**src/rtl/baud_div_pkg.sv**
```systemverilog
package baud_div_pkg;

    localparam int PRE_W = 3;
    localparam int POW_W = 3;
    localparam int POW_N = 1 << POW_W;
    localparam int BC_W  = POW_N - 1;
    localparam int HP_W  = PRE_W + POW_N;

    typedef struct packed {
        logic [PRE_W-1:0] pre;
        logic [POW_W-1:0] pow;
    } baud_cfg_t;

    // Half serial-clock period in module clocks: (P+1) * 2^S
    function automatic logic [HP_W-1:0] half_period(baud_cfg_t c);
        logic [HP_W-1:0] base;
        base = HP_W'(c.pre) + HP_W'(1);
        return base << c.pow;
    endfunction

    // Terminal count of the binary stage: 2^S - 1
    function automatic logic [BC_W-1:0] pow_limit(logic [POW_W-1:0] s);
        logic [BC_W:0] one_hot;
        one_hot = (BC_W+1)'(1) << s;
        return BC_W'(one_hot - (BC_W+1)'(1));
    endfunction

endpackage

```
**src/rtl/baud_cfg_watch.sv**
```systemverilog
module baud_cfg_watch
    import baud_div_pkg::*;
(
    input  logic      clk,
    input  logic      rst,
    input  logic      en,
    input  baud_cfg_t cfg_i,
    output baud_cfg_t cfg_q_o,
    output logic      clr_o
);

    baud_cfg_t cfg_q;

    always_ff @(posedge clk) begin
        if (rst) cfg_q <= '0;
        else     cfg_q <= cfg_i;
    end

    assign clr_o   = !en || (cfg_i != cfg_q);
    assign cfg_q_o = cfg_q;

endmodule

```
**src/rtl/baud_prescale.sv**
```systemverilog
module baud_prescale
    import baud_div_pkg::*;
(
    input  logic             clk,
    input  logic             rst,
    input  logic             clr,
    input  logic [PRE_W-1:0] pre_lim,
    output logic             pre_tick
);

    logic [PRE_W-1:0] pc;

    always_ff @(posedge clk) begin
        if (rst || clr)          pc <= '0;
        else if (pc == pre_lim)  pc <= '0;
        else                     pc <= pc + PRE_W'(1);
    end

    assign pre_tick = !clr && (pc == pre_lim);

    p_pc_bound_r2: assert property (@(posedge clk) disable iff (rst)
        !clr |-> pc <= pre_lim);

    p_pc_clear_r8: assert property (@(posedge clk) disable iff (rst)
        $past(clr) |-> pc == '0);

endmodule

```
**src/rtl/baud_pow2.sv**
```systemverilog
module baud_pow2
    import baud_div_pkg::*;
(
    input  logic             clk,
    input  logic             rst,
    input  logic             clr,
    input  logic             step,
    input  logic [POW_W-1:0] pow_sel,
    output logic             tick
);

    logic [BC_W-1:0] bc;
    logic [BC_W-1:0] lim;

    assign lim  = pow_limit(pow_sel);
    assign tick = step && (bc == lim);

    always_ff @(posedge clk) begin
        if (rst || clr)  bc <= '0;
        else if (step)   bc <= (bc == lim) ? '0 : bc + BC_W'(1);
    end

    p_bc_bound_r2: assert property (@(posedge clk) disable iff (rst)
        !clr |-> bc <= lim);

    p_bc_clear_r8: assert property (@(posedge clk) disable iff (rst)
        $past(clr) |-> bc == '0);

endmodule

```
**src/rtl/baud_div.sv**
```systemverilog
module baud_div
    import baud_div_pkg::*;
(
    input  logic             clk,
    input  logic             rst,
    input  logic             en,
    input  logic [PRE_W-1:0] pre_sel,
    input  logic [POW_W-1:0] pow_sel,
    output logic             edge_tick,
    output logic             sck_ref
);

    baud_cfg_t cfg, cfg_prev;
    logic      clr, pre_tick, tick;
    logic      tick_q, sck_q;

    assign cfg.pre = pre_sel;
    assign cfg.pow = pow_sel;

    baud_cfg_watch u_watch (
        .clk     (clk),
        .rst     (rst),
        .en      (en),
        .cfg_i   (cfg),
        .cfg_q_o (cfg_prev),
        .clr_o   (clr)
    );

    baud_prescale u_pre (
        .clk      (clk),
        .rst      (rst),
        .clr      (clr),
        .pre_lim  (pre_sel),
        .pre_tick (pre_tick)
    );

    baud_pow2 u_pow (
        .clk     (clk),
        .rst     (rst),
        .clr     (clr),
        .step    (pre_tick),
        .pow_sel (pow_sel),
        .tick    (tick)
    );

    always_ff @(posedge clk) begin
        if (rst || clr) begin
            tick_q <= 1'b0;
            sck_q  <= 1'b0;
        end else begin
            tick_q <= tick;
            if (tick) sck_q <= ~sck_q;
        end
    end

    assign edge_tick = tick_q;
    assign sck_ref   = sck_q;

    // Checker: clocks elapsed since the last tick or restart
    logic [HP_W:0] gap_cnt;
    always_ff @(posedge clk) begin
        if (rst || clr)              gap_cnt <= '0;
        else if (tick_q)             gap_cnt <= (HP_W+1)'(1);
        else if (gap_cnt != '1)      gap_cnt <= gap_cnt + (HP_W+1)'(1);
    end

    p_gap_r2: assert property (@(posedge clk) disable iff (rst)
        edge_tick |-> gap_cnt == {1'b0, half_period(cfg_prev)});

    p_idle_r7: assert property (@(posedge clk) disable iff (rst)
        !$past(en) |-> (!edge_tick && !sck_ref));

    p_restart_r8: assert property (@(posedge clk) disable iff (rst)
        $past(clr) |-> (!edge_tick && !sck_ref));

    p_sck_toggle_r9: assert property (@(posedge clk) disable iff (rst)
        edge_tick |-> sck_ref != $past(sck_ref));

    p_sck_hold_r9: assert property (@(posedge clk) disable iff (rst)
        (!edge_tick && !$past(clr)) |-> $stable(sck_ref));

endmodule

```
**config.mk**
```make
export PLATFORM = sky130hd
export DESIGN_NAME = baud_div
export DESIGN_NICKNAME = d
export VERILOG_FILES = /design/src/rtl/baud_div_pkg.sv /design/src/rtl/baud_cfg_watch.sv /design/src/rtl/baud_prescale.sv /design/src/rtl/baud_pow2.sv /design/src/rtl/baud_div.sv
export SDC_FILE = /design/constraint.sdc
export NUM_CORES = 1
export LEC_CHECK = 0
export BUFFER_PORTS_ARGS = -buffer_cell sky130_fd_sc_hd__buf_2
export CORE_UTILIZATION = 56
export CTS_BUF_LIST = sky130_fd_sc_hd__clkbuf_16
export CTS_CLUSTER_SIZE = 30
export DETAILED_ROUTE_END_ITERATION = 10
export PLACE_DENSITY = 0.73
export SETUP_SLACK_MARGIN = 0.4
export SYNTH_ARGS = -nofsm -noshare
export SYNTH_HDL_FRONTEND = slang
export SYNTH_SLANG_ARGS = --single-unit
```
**constraint.sdc**
```tcl
create_clock -name clk -period 3 [get_ports clk]
set_clock_uncertainty 0.1 [all_clocks]
set_input_delay 0.15 -clock clk [delete_from_list [all_inputs] [get_ports clk]]
set_output_delay 0.15 -clock clk [all_outputs]
set_load 0.02 [all_outputs]
```
==> results.yml <==
routing:
  routed_wl_um: 1970
  wl_per_cell_um: 13.7
  routed_via_density: 6.40
  drtAntennaViolNets: 0
  drt_iter0_drc: 41
  vias: 921
  dr.pass1.iters: 6
  drc: 0
logic_synthesis:
  synth_nets: 131
  synth_cell_types: 35
  netlist_top_cells_area: "dfxtp_1 36%, xnor2_1 7.9%, nand2_1 4.9%, o211ai_1 4.5%, nor2_1 3.8%"
  syn-cell-area_um2: 995
  yosysTopAreaCell: "dfxtp_1"
  synth_compound_area_frac: 0.186
  ys_warn_count: 0
  netlist_instances: 120
  synthAdderAreaFrac: 0.0252
  postSynthAreaPerCell_um2: 8.29
  synth_edf_count: 0
  synthMuxAreaShare: 0
  synth-main-ff-cell: "dfxtp_1"
  synth_top_family_by_area: "simple AND/OR/NAND/NOR gates"
  synth.top_cell.area_share: 0.362
  yosysSeqAreaShare: 0.362
  synth-xor-area-share: 0.0956
  yosys.area_share.simple: 0.277
  synthArstFlopShare: 0
  synth_seq_cells: 18
clock_network:
  postCtsHoldBufs: 0
  post-cts-setup-buffer-count: 0
  htree_levels: 1
  cts_buffers: 3
  clock-sinks: 18
  cts.path.max_buffers: 2
  tritoncts: "done"
  post_cts_resize_count: 0
  worst_setup_hold_path_clk_slew_ns: 0.05
  clkLatencyLatePin_ns: 0.25
  root_buffer: "clkbuf_16"
timing:
  setup_viol: 0
  hold_violations: 0
  slew_violations: 0
  fin_tns_setup_ns: 0
  rsz0062_at_grt: "false"
  tightest_slew_ns: 0.921
  finalCritPeriodShare: 0.757
  max_freq_mhz: 440
  worst_hold_slack_ns: 0.0667
  post-route-min-period_ns: 2.27
  slew_headroom: 0.386
setup_path:
  ff2ff_path_depth: 5
  critPathMaxFanout: 13
  r2r-end: "sck_ref$_SDFFE_PP0P_"
  crit_arrival_ns: 2.35
  r2r-start: "u_pow.bc[4]$_SDFFE_PP0P_"
  crit_type: "flip-flop to flip-flop"
  cp.required_ns: 3.08
  r2r_slack_ns: 0.73
  end_kind: "flip-flop"
  startpoint_type: "flip-flop"
power:
  pwr_density_cell_mw_per_mm2: 493
  p_leak_nw: 0.377
  vdd_drop_max_mv: 0.323
floorplan:
  rows: 14
  fp.dieW_um: 44.1
  start_util: 0.631
  ios: 11
  fp.dieArea_mm2: 0.00195
  fp.dieH_um: 44.1
  fp.coreArea_mm2: 0.00158
grt:
  grt_pass1_wl_um: 3510
  track_usage: 0.240
  first_global_vias: 800
  grt-ovfl-total: 0
  grt_max_degree: 14
  grt_antenna_before_repair: 0
final_layout:
  final_common_cell: "dfxtp_1"
  finish.utilization: 0.710
  area_growth_pct: 12.6
  diodes: 0
  drive_above_1_share: 0.141
  final_cell_mix: "18 x dfxtp_1, 13 x nand2_1, 10 x nor2_1, 10 x buf_2, 9 x xnor2_1"
  nNetsFinal: 140
run_status:
  outcome: "completed"
placement:
  dp_hpwl_um: 1420
  place.gp.congestion: 0.806
  port-buffer-count: 10
hold_path:
  hold_depth: 2
  min_path_type: "input port to flip-flop"
  hp-start: "pre_sel[1]"
  worstHoldEndpoint: "u_watch.cfg_q_o[4]$_SDFF_PP0_"
job:
  maxCapViolCount: 0
[worst max-delay path by stage]
stage,from,to,slack [ns],cells after the start
final,u_pow.bc[4]$_SDFFE_PP0P_,sck_ref$_SDFFE_PP0P_,0.73,5
after CTS,u_pre.pc[0]$_SDFF_PP0_,sck_ref$_SDFFE_PP0P_,0.73,5
after detailed placement,u_pre.pc[0]$_SDFF_PP0_,sck_ref$_SDFFE_PP0P_,0.76,5
after global routing,u_pow.bc[4]$_SDFFE_PP0P_,sck_ref$_SDFFE_PP0P_,0.57,5
after floorplan,u_pre.pc[2]$_SDFF_PP0_,sck_ref$_SDFFE_PP0P_,0.93,6
after global placement,u_pre.pc[2]$_SDFF_PP0_,sck_ref$_SDFFE_PP0P_,0.78,5
[state kept, by name, indices dropped and copies added, names as in the netlist]
name,cells
edge_tick,1
sck_ref,1
u_pow.bc,7
u_pre.pc,3
u_watch.cfg_q_o,6
[synth_stat cells (2+ instances only)]
| cell | count |
|---|---|
| or4_1 | 5 |
| a31oi_1 | 3 |
| nand2_1 | 13 |
| nor2b_1 | 6 |
| o211ai_1 | 6 |
| inv_1 | 4 |
| a21oi_1 | 4 |
| nand3_1 | 3 |
| nor4_1 | 4 |
| clkbuf_1 | 5 |
| xnor2_1 | 9 |
| o21ai_0 | 4 |
| nor2_1 | 10 |
| o31ai_1 | 2 |
| nor3_1 | 3 |
| dfxtp_1 | 18 |
| o22ai_1 | 2 |
| ha_1 | 2 |
[logic make-up (layout without fill, tap and decap cells)]
logic type / Yosys count / in the layout
compound gates: 27 / 27
xor+xnor: 10 / 10
fa+ha+maj: 2 / 2
buf+inv: 12 / 20
flops: 18 / 18
simple gates: 51 / 51
[metrics by stage]
step	power (mW)	instances	setup WS, ns	area, um^2
2_1_floorplan	0.282	120	0.930	995
3_3_place_gp	0.293	140	0.777	1040
3_5_place_dp	0.294	140	0.757	1040
4_1_cts	0.557	144	0.727	1120
5_1_grt	0.575	144	0.569	1120
6_report	0.553	144	0.728	1120
[cell type report]
| cell class | instances | area, um^2 |
|---|---|---|
| multi-input cells | 90 | 581 |
| fillers | 135 | 457 |
| flip-flops and latches | 18 | 360 |
| clock buffers | 3 | 75.1 |
| repair buffers | 12 | 65.1 |
| well taps | 16 | 20.0 |
| inverters | 4 | 15.0 |
| clock inverters | 1 | 3.75 |
[routing by layer]
metal / routed length, um / vias to the layer above / track usage
met1: 922 / 426 / 0.327
met5: 0 / - / 0
met2: 889 / 36 / 0.379
li1: - / 457 / -
met4: 4 / 0 / 0.0485
met3: 151 / 2 / 0.0694
[power breakdown]
part / total, mW / switching [mW] / internal, mW
clock: 0.264 / 0.0865 / 0.177
sequential: 0.246 / 0.00195 / 0.244
combinational: 0.0432 / 0.0245 / 0.0188
[critical path, cell delays in order (launching register included)]
cell and delay, ns:
dfxtp_1 0.38, or4_1 0.53, o22ai_1 0.18, o22ai_1 0.31
or4_1 0.56, a21oi_1 0.14
Power figures use the tool's default switching activity.
